`src/rtl/mdio_pkg.sv`:
```
package mdio_pkg;

  localparam int unsigned ADDR_W = 5;
  localparam int unsigned DATA_W = 16;
  // start(2) + opcode(2) + phy number + register number
  localparam int unsigned HDR_BITS = 4 + 2 * ADDR_W;

  typedef enum logic [3:0] {
    ST_IDLE,
    ST_PRE,
    ST_HDR,
    ST_WTA,
    ST_WDAT,
    ST_RTA,
    ST_RDAT,
    ST_RECOV,
    ST_TAIL
  } mdioState_t;

  // strobes from the sequencer to the datapath
  typedef struct packed {
    logic load;     // capture request fields into the frame shifter
    logic advance;  // present the next frame bit (MDC falling)
    logic capture;  // shift the synchronised input into the read shifter
    logic commit;   // move the read shifter to the result port
  } dpCtl_t;

endpackage

```
`src/rtl/mdio_dp.sv`:
```
module mdio_dp
  import mdio_pkg::*;
#(
  parameter int unsigned PRE_LEN     = 32,
  parameter int unsigned SYNC_STAGES = 2
) (
  input  logic              clk,
  input  logic              rst,
  input  dpCtl_t            dpCtl,
  input  logic              rdNotWr,
  input  logic [ADDR_W-1:0] phyAddr,
  input  logic [ADDR_W-1:0] regAddr,
  input  logic [DATA_W-1:0] wrData,
  input  logic              mdioOe,
  input  logic              mdioIn,
  output logic              mdioOut,
  output logic              mdioSync,
  output logic [DATA_W-1:0] rdData
);

  localparam int unsigned FRAME_W = PRE_LEN + HDR_BITS + 2 + DATA_W;

  logic [FRAME_W-1:0]     txShift;
  logic [DATA_W-1:0]      rxShift;
  logic [SYNC_STAGES-1:0] syncQ;

  always_ff @(posedge clk) begin
    if (rst) begin
      txShift <= '0;
    end else if (dpCtl.load) begin
      txShift <= {{PRE_LEN{1'b1}}, 2'b01, (rdNotWr ? 2'b10 : 2'b01),
                  phyAddr, regAddr, 2'b10, wrData};
    end else if (dpCtl.advance) begin
      txShift <= {txShift[FRAME_W-2:0], 1'b0};
    end
  end

  assign mdioOut = txShift[FRAME_W-1] & mdioOe;

  // input synchroniser, idle level of the bus is high
  generate
    if (SYNC_STAGES == 1) begin : g_sync1
      always_ff @(posedge clk) begin
        if (rst) syncQ <= '1;
        else     syncQ <= mdioIn;
      end
    end else begin : g_syncN
      always_ff @(posedge clk) begin
        if (rst) syncQ <= '1;
        else     syncQ <= {syncQ[SYNC_STAGES-2:0], mdioIn};
      end
    end
  endgenerate

  assign mdioSync = syncQ[SYNC_STAGES-1];

  always_ff @(posedge clk) begin
    if (rst) begin
      rxShift <= '0;
      rdData  <= '0;
    end else begin
      if (dpCtl.capture) rxShift <= {rxShift[DATA_W-2:0], mdioSync};
      if (dpCtl.commit)  rdData  <= rxShift;
    end
  end

endmodule

```
`src/rtl/mdio_ctrl.sv`:
```
module mdio_ctrl
  import mdio_pkg::*;
#(
  parameter int unsigned HALF_DIV  = 100,
  parameter int unsigned PRE_LEN   = 32,
  parameter int unsigned RECOV_LEN = 32
) (
  input  logic   clk,
  input  logic   rst,
  input  logic   start,
  input  logic   rdNotWr,
  input  logic   mdioSync,
  output logic   mdc,
  output logic   mdioOe,
  output logic   busy,
  output logic   done,
  output logic   taError,
  output dpCtl_t dpCtl
);

  localparam int unsigned HC_W    = (HALF_DIV > 1) ? $clog2(HALF_DIV) : 1;
  localparam int unsigned MAX_LEN = (PRE_LEN > RECOV_LEN)
                                    ? ((PRE_LEN > DATA_W) ? PRE_LEN : DATA_W)
                                    : ((RECOV_LEN > DATA_W) ? RECOV_LEN : DATA_W);
  localparam int unsigned CNT_W   = $clog2(MAX_LEN + 1);

  mdioState_t       state, nextState;
  logic [HC_W-1:0]  halfCnt;
  logic [CNT_W-1:0] bitCnt, lastIdx;
  logic             mdcQ, isRead, doneQ, errQ;
  logic             halfEnd, bitEnd, lastBit, accept;

  assign accept  = (state == ST_IDLE) && start;
  assign halfEnd = (halfCnt == HC_W'(HALF_DIV - 1));
  assign bitEnd  = halfEnd && mdcQ;
  assign lastBit = (bitCnt == lastIdx);

  always_comb begin
    unique case (state)
      ST_PRE:   lastIdx = CNT_W'(PRE_LEN - 1);
      ST_HDR:   lastIdx = CNT_W'(HDR_BITS - 1);
      ST_WTA:   lastIdx = CNT_W'(1);
      ST_WDAT:  lastIdx = CNT_W'(DATA_W - 1);
      ST_RTA:   lastIdx = '0;
      ST_RDAT:  lastIdx = CNT_W'(DATA_W - 1);
      ST_RECOV: lastIdx = CNT_W'(RECOV_LEN - 1);
      ST_TAIL:  lastIdx = isRead ? CNT_W'(1) : '0;
      default:  lastIdx = '0;
    endcase
  end

  always_comb begin
    unique case (state)
      ST_PRE:   nextState = ST_HDR;
      ST_HDR:   nextState = isRead ? ST_RTA : ST_WTA;
      ST_WTA:   nextState = ST_WDAT;
      ST_WDAT:  nextState = ST_TAIL;
      ST_RTA:   nextState = mdioSync ? ST_RECOV : ST_RDAT;
      ST_RDAT:  nextState = ST_TAIL;
      default:  nextState = ST_IDLE;
    endcase
  end

  always_ff @(posedge clk) begin
    if (rst) begin
      state   <= ST_IDLE;
      halfCnt <= '0;
      bitCnt  <= '0;
      mdcQ    <= 1'b0;
      isRead  <= 1'b0;
      doneQ   <= 1'b0;
      errQ    <= 1'b0;
    end else begin
      doneQ <= 1'b0;
      if (state == ST_IDLE) begin
        halfCnt <= '0;
        mdcQ    <= 1'b0;
        if (start) begin
          state  <= ST_PRE;
          bitCnt <= '0;
          isRead <= rdNotWr;
          errQ   <= 1'b0;
        end
      end else begin
        if (halfEnd) begin
          halfCnt <= '0;
          mdcQ    <= ~mdcQ;
        end else begin
          halfCnt <= halfCnt + 1'b1;
        end
        if (bitEnd) begin
          if (lastBit) begin
            bitCnt <= '0;
            state  <= nextState;
            if (state == ST_TAIL || state == ST_RECOV) begin
              doneQ <= 1'b1;
              errQ  <= (state == ST_RECOV);
            end
          end else begin
            bitCnt <= bitCnt + 1'b1;
          end
        end
      end
    end
  end

  assign dpCtl.load    = accept;
  assign dpCtl.advance = bitEnd;
  assign dpCtl.capture = bitEnd && (state == ST_RDAT);
  assign dpCtl.commit  = bitEnd && lastBit && (state == ST_TAIL) && isRead;

  assign mdioOe  = (state == ST_PRE) || (state == ST_HDR) ||
                   (state == ST_WTA) || (state == ST_WDAT);
  assign mdc     = mdcQ;
  assign busy    = (state != ST_IDLE);
  assign done    = doneQ;
  assign taError = errQ;

endmodule

```
`src/rtl/mdio_master.sv`:
```
module mdio_master
  import mdio_pkg::*;
#(
  parameter int unsigned HALF_DIV  = 100,
  parameter int unsigned PRE_LEN   = 32,
  parameter int unsigned RECOV_LEN = 32
) (
  input  logic        clk,
  input  logic        rst,
  input  logic        start,
  input  logic        rdNotWr,
  input  logic [4:0]  phyAddr,
  input  logic [4:0]  regAddr,
  input  logic [15:0] wrData,
  output logic [15:0] rdData,
  output logic        done,
  output logic        busy,
  output logic        taError,
  output logic        mdc,
  output logic        mdioOut,
  output logic        mdioOe,
  input  logic        mdioIn
);

  dpCtl_t dpCtl;
  logic   mdioSync;

  mdio_ctrl #(
    .HALF_DIV (HALF_DIV),
    .PRE_LEN  (PRE_LEN),
    .RECOV_LEN(RECOV_LEN)
  ) u_ctrl (
    .clk     (clk),
    .rst     (rst),
    .start   (start),
    .rdNotWr (rdNotWr),
    .mdioSync(mdioSync),
    .mdc     (mdc),
    .mdioOe  (mdioOe),
    .busy    (busy),
    .done    (done),
    .taError (taError),
    .dpCtl   (dpCtl)
  );

  mdio_dp #(
    .PRE_LEN    (PRE_LEN),
    .SYNC_STAGES(2)
  ) u_dp (
    .clk     (clk),
    .rst     (rst),
    .dpCtl   (dpCtl),
    .rdNotWr (rdNotWr),
    .phyAddr (phyAddr),
    .regAddr (regAddr),
    .wrData  (wrData),
    .mdioOe  (mdioOe),
    .mdioIn  (mdioIn),
    .mdioOut (mdioOut),
    .mdioSync(mdioSync),
    .rdData  (rdData)
  );

endmodule

```
`config.mk`:
```
export PLATFORM = sky130hd
export DESIGN_NAME = mdio_master
export DESIGN_NICKNAME = d
export VERILOG_FILES = /design/src/rtl/mdio_pkg.sv /design/src/rtl/mdio_dp.sv /design/src/rtl/mdio_ctrl.sv /design/src/rtl/mdio_master.sv
export SDC_FILE = /design/constraint.sdc
export NUM_CORES = 1
export LEC_CHECK = 0
export CAP_MARGIN = 15
export CORE_AREA = 2 2 117 91
export DETAILED_ROUTE_END_ITERATION = 8
export DIE_AREA = 0 0 119 93
export GPL_ROUTABILITY_DRIVEN = 0
export GPL_TIMING_DRIVEN = 1
export PLACE_DENSITY = 0.75
export SYNTH_ARGS = -nofsm -noshare
export SYNTH_HDL_FRONTEND = slang
export SYNTH_SLANG_ARGS = --single-unit
```
`constraint.sdc`:
```
create_clock -name clk -period 2.4 [get_ports clk]
set_clock_uncertainty 0.2 [all_clocks]
set_input_delay 0.48 -clock clk [delete_from_list [all_inputs] [get_ports clk]]
set_output_delay 0.48 -clock clk [all_outputs]
set_load 0.01 [all_outputs]
```
# == After elaboration in Yosys (flattened, before gate mapping) ==
# Index checks and enable logic that the tools add are counted.
# totals
mem_bits_rw,0
mem_count,0
rom_bits,0
output_inout_bits,22
reg_bits,119
elab_cells,77
latchBits,0
input_bits,31
# op_classes
n_div,0
n_reduce_logical,26
n_addsub,2
n_eq_ne,11
magnitude_cmp,0
bitwise_logic,4
n_mul,0
n_mux,22
n_shift,0
# ops
cell,count
$mux W64,2
$pmux W6 S5,1
$mux W6,4
$pmux W4 S5,1
$eq A4 B3 Y1 const B,4
$mux W4,4
$eq A4 B2 Y1 const B,2
$mux W1,8
$reduce_bool A2 Y1,4
$reduce_or A2 Y1,4
$add A7 B1 Y7 const B,1
$eq A7 B7 Y1 const B,1
$add A6 B1 Y6 const B,1
$eq A6 B6 Y1,1
$logic_and A1 B1 Y1,6
$eq A4 B1 Y1 const B,1
$eq A4 B4 Y1 const B,1
$logic_not A4 Y1,1
$logic_or A1 B1 Y1,4
$reduce_and A2 Y1,2
$reduce_and A4 Y1,1
$reduce_bool A4 Y1,1
$reduce_or A4 Y1,1
$mux W3,1
6 further kinds,8

# == Depth between registers and ports, before layout ==
# logic_depth
word_depth,7
depth_mapped,8
ltp_nobuf,6

# == Cells and area by module ==
# From an unflattened synthesis, not the netlist that was laid out.
# hier_totals
cells_unflattened,510
hier_area_um2,5101.1
# modules_own_cells
mod,cells_each,instances,area_per_inst_um2
mdio_dp,353,1,3833.7
mdio_ctrl,157,1,1267.5

# == Worst setup path before layout ==
# No wires, ideal clock.
# synth_timing
path_kind,reg2reg
startpoint,register u_ctrl.state[0]
endpoint,register u_ctrl.state[3]
path_stages_with_launch,8
arrival_ns,2.155
setup_ns,0.123
path_slack_ns,-0.078
period_less_slack_ns,2.478
path_buffers,1
path_cell_list,dfxtp_1 > clkbuf_1 > nor2b_1 > mux2i_1 > xnor2_1 > a2111o_1 > nor3_2 > mux2_1
# synth_between
elab_chain_cells,6
word_cells_on_any_way,21
classes_between,10 x eq/ne; 5 x mux; 6 x reduce/logical
# synth_rtl
item,line_no,source
start: declaration,mdio_ctrl.sv:27,"mdioState_t state, nextState;"
start signal: assignment,mdio_ctrl.sv:94,state <= nextState;
"$eq A4 B1 Y1, or another cell as far along","mdio_ctrl.sv:39, mdio_ctrl.sv:53",
$reduce_or A2 Y1 (no source line),--,
$pmux W6 S5 / $pmux W4 S5 (equally long branches),"mdio_ctrl.sv:39, mdio_ctrl.sv:53",
$eq A6 B6 Y1 / $mux W4 (equally long branches),"mdio_ctrl.sv:36, mdio_ctrl.sv:92",
$reduce_bool A2 Y1 (no source line) / $mux W4 (equally long branches),--,
$reduce_and A3 Y1 (no source line) / $mux W4 (equally long branches),--,
# Several ways; a longest one is shown, not always the timed one. The select of a mux whose other input is x is not followed.
# A chain may end at the register's enable or synchronous reset.

# == Worst setup path in the final report ==
# layout_timing
startpoint,register u_ctrl.state[1]
endpoint,register u_dp.rdData[8]
# layout_between
elab_chain_cells,7
word_cells_on_any_way,14
classes_between,8 x eq/ne; 1 x mux; 5 x reduce/logical
# layout_rtl
item,line_no,source
$eq A4 B1 Y1 / $eq A4 B3 Y1 (equally long branches),mdio_ctrl.sv:39,unique case (state)
$reduce_or A2 Y1 (no source line),--,
$pmux W6 S5,mdio_ctrl.sv:39,
$eq A6 B6 Y1,mdio_ctrl.sv:36,assign lastBit = (bitCnt == lastIdx);
$logic_and A1 B1 Y1,mdio_ctrl.sv:110,assign dpCtl.commit = bitEnd && lastBit && (state == ST_TAIL) && isRead;
$logic_and A1 B1 Y1 (*) (2 in series),mdio_ctrl.sv:110,
end signal: assignment,mdio_dp.sv:63,if (dpCtl.commit) rdData <= rxShift;
end: declaration,mdio_dp.sv:18,output logic [DATA_W-1:0] rdData
# Mark *: on every way between the ends. The rest lies on a longest branch, timed or not.

==> summary.txt <==
Floorplan
  – Initial Utilization: 49.8%
  – Core Rows: 32
  – Die X: 119 µm
  – Die area: 11100 µm²
  – Top Ports: 53
  – Core footprint: 9970 µm²
  – Die height: 93 µm

CTS
  – Root Driver: clkbuf_16
  – Hold_buf cts: 0
  – Worst skew pair latency: 0.42 ns
  – Clock sink count: 119
  – CTS tree: done
  – CTS Buf Count: 17
  – Clock Pin Slew Worst Setup and Hold Paths: 0.06 ns
  – Htree depth: 4
  – CTS Buffer Depth: 2

STA
  – Setup ws final: -0.0627 ns
  – RSZ-0062 raised after global routing: true
  – Final setup viols: 17
  – Final TNS setup: -0.434 ns
  – WHS: 0.213 ns
  – Worst-margin pin slew: 0.360 ns
  – Final min period: 2.46 ns
  – Slew Limit Fails: 0
  – Fmax achieved: 0.406 GHz
  – Part of the cycle the worst path needs: 103%
  – Slew margin rel.: 76.0%
  – Fin. Hold Viols: 0

Synthesis
  – Post-synth EDFFs: 0
  – FF+latch count, synth: 119
  – Sequential share of the synthesized area: 48.0%
  – Netlist cell types: 46
  – Ys Warns: 0
  – Primary FF master, synth: dfxtp_1
  – Syn Area/Cell: 8.24 µm²
  – Asr flop ratio synth: 0%
  – Synth Instances: 603
  – Syn_nets: 636
  – Synth Cell Area: 4970 µm²

Setup path
  – Most frequent CP cell: buf_6
  – Worst Setup End Kind: flop
  – Slowest stage delay, CP: 0.53 ns
  – Critical path class: flop to flop
  – Critical-path maximum fanout: 12
  – Data arrival, critical path: 2.56 ns
  – WP data required: 2.49 ns
  – CP max-delay cell: a2111o_1
  – Cells along the critical path: buf_6 > nor2b_2 > mux2i_1 > xnor2_1 > a2111o_1 > buf_6 > o31ai_2 > a21oi_1
  – CP Launch Type: flop

Status
  – Failing checks: negative setup slack
  – Outcome: finished with violations

GRT
  – Gr usage total: 22.5%
  – Vias in the first global route: 4171
  – First-pass GRT wire length: 20.1 mm
  – Largest net degree at the start of global routing: 73
  – Antenna violations before repair: 0
  – Total congestion overflow: 0

Power and ir drop
  – Sw Pwr: 0.00122 W
  – Pleak: 2.44 nW
  – Power Density: 792 nW/µm²
  – Internal: 0.00403 W
  – Sequential Power Share: 40.4%
  – Combinational share of power: 7.9%
  – Maximum vdd drop: 0.455 mV
  – Switch share: 23.3%
  – Clock power share: 51.7%

Layout
  – # diodes: 0
  – Area Growth Syn to Fin: 33.4%
  – Final net count: 693
  – Most frequent cells in the layout: nand2_1, dfxtp_1, nor2_1
  – Final Cell Area: 6630 µm²
  – Most common cell after layout, fill and taps aside: nand2_1
  – Layout cells sized above 1: 15.8%
  – Fillers: 777

Route
  – Post-route ant nets: 0
  – DR pass1 iterations: 5
  – Initial DRC Count: 434
  – Number of vias per cell: 5.61
  – WL per Instance: 15.2 µm
  – Vias: 4541
  – # DRC: 0
  – Final wirelength: 12.3 mm

Placed design
  – Placed cell area: 5780 µm²
  – DP HPWL: 7.33 mm
  – Port bufs: 52

Flow run
  – MaxCap Viol Count: 0

Min path
  – Min-delay worst type: flop to flop
[cell families (layout without fill, tap and decap cells)]
kind of cell / count (synthesis) / after routing / synth area share, %
buffers and inverters: 59 / 129 / 4.56
adders and majority gates: 3 / 3 / 0.705
xor gates and xnor gates: 11 / 11 / 1.94
AOI/OAI and AO/OA: 125 / 125 / 17.6
and+or+nand+nor: 267 / 267 / 23.4
DFF: 119 / 119 / 48.0
muxes: 19 / 19 / 3.85
[registers in the layout, indices dropped and copies added, names as in the netlist]
register	flops
u_ctrl.isRead	1
u_ctrl.bitCnt	6
u_ctrl.halfCnt	7
u_ctrl.mdc	1
u_ctrl.taError	1
u_ctrl.done	1
u_dp.txShift	64
u_dp.syncQ	2
u_dp.rdData	16
u_dp.rxShift	16
u_ctrl.state	4
[synthesized netlist by cell type (all sizes together), types with 3 or more instances]
master / instances / area share [%]
a21oi: 24 / 2.4
a311oi: 26 / 4.6
a31oi: 36 / 4.5
and2: 4 / 0.50
buf: 5 / 0.48
clkbuf: 49 / 3.7
dfxtp: 119 / 48
inv: 5 / 0.38
mux2i: 18 / 3.6
nand2: 142 / 11
nand3: 10 / 1.0
nand4: 21 / 2.6
nor2: 59 / 4.5
nor2b: 4 / 0.50
nor3: 10 / 1.1
nor4: 4 / 0.50
o211ai: 4 / 0.60
o21ai: 9 / 0.91
o31ai: 16 / 2.4
or3: 3 / 0.38
xnor2: 8 / 1.4
xor2: 3 / 0.53
[through the flow]
| step | std cells | total power, W | setup WS (ns) | util (%) |
|---|---|---|---|---|
| 2_1_floorplan | 603 | 0.00238 | 0.0000322 | - |
| 3_3_place_gp | 774 | 0.00252 | 0.0244 | 58.0 |
| 3_5_place_dp | 774 | 0.00253 | -0.0551 | 58.0 |
| 4_1_cts | 808 | 0.00525 | -0.00834 | 65.0 |
| 5_1_grt | 809 | 0.00542 | -0.182 | 66.5 |
| 6_report | 809 | 0.00525 | -0.0627 | 66.5 |
[what timing repair did]
action / 4_1_cts / 5_1_grt
resized for setup: 17 / 27
buffers inserted: 2 / 1
gates cloned: 0 / 0
pin swaps: 2 / 2
setup endpoints to repair: 17 / 44
[power by group through the flow]
| stage | combinational [W] | clock [W] | sequential (W) |
|---|---|---|---|
| final | 0.000414 | 0.00271 | 0.00212 |
| after global routing | 0.000452 | 0.00284 | 0.00213 |
| after CTS | 0.000391 | 0.00275 | 0.00212 |
| after detailed placement | 0.000373 | 0 | 0.00216 |
| after global placement | 0.000364 | 0 | 0.00216 |
| after floorplan | 0.000229 | 0 | 0.00215 |
[final cells by class]
class	instances	area [µm²]	area share, %
clock buffers	18	439	6.63
clock inverters	14	198	2.98
inverters	5	18.8	0.283
multi-input cells	425	2530	38.2
flip-flops and latches	119	2390	36.1
well taps	136	170	2.57
repair buffers	92	877	13.2
[critical path: cells and delay by family (launching register included)]
family / cells / cell delay (ns)
AO/OA/AOI/OAI: 3 / 0.90
buffers and inverters: 2 / 0.36
flip-flops: 1 / 0.34
multiplexers: 1 / 0.26
AND/OR/NAND/NOR: 1 / 0.16
XOR/XNOR: 1 / 0.13
[routing by layer]
| layer | vias up | part of all wire (%) | global-route usage, % | wire length (µm) |
|---|---|---|---|---|
| met5 | - | 0 | 0 | 0 |
| met1 | 2183 | 47 | 29.9 | 5730 |
| li1 | 2249 | - | - | - |
| met3 | 14 | 4.1 | 6.52 | 505 |
| met2 | 95 | 48 | 35.0 | 5930 |
| met4 | 0 | 1.2 | 8.13 | 151 |
[worst paths after layout]
kind                         from              to  slack [ns]  cells after the start
hold / removal      u_dp.syncQ[0]   u_dp.syncQ[1]        0.21                      1
setup reg to reg  u_ctrl.state[1]  u_dp.rdData[8]       -0.06                      8
setup / recovery  u_ctrl.state[1]  u_dp.rdData[8]       -0.06                      8
hold reg to reg     u_dp.syncQ[0]   u_dp.syncQ[1]        0.21                      1
No activity file was read; power rests on OpenSTA's default activity.
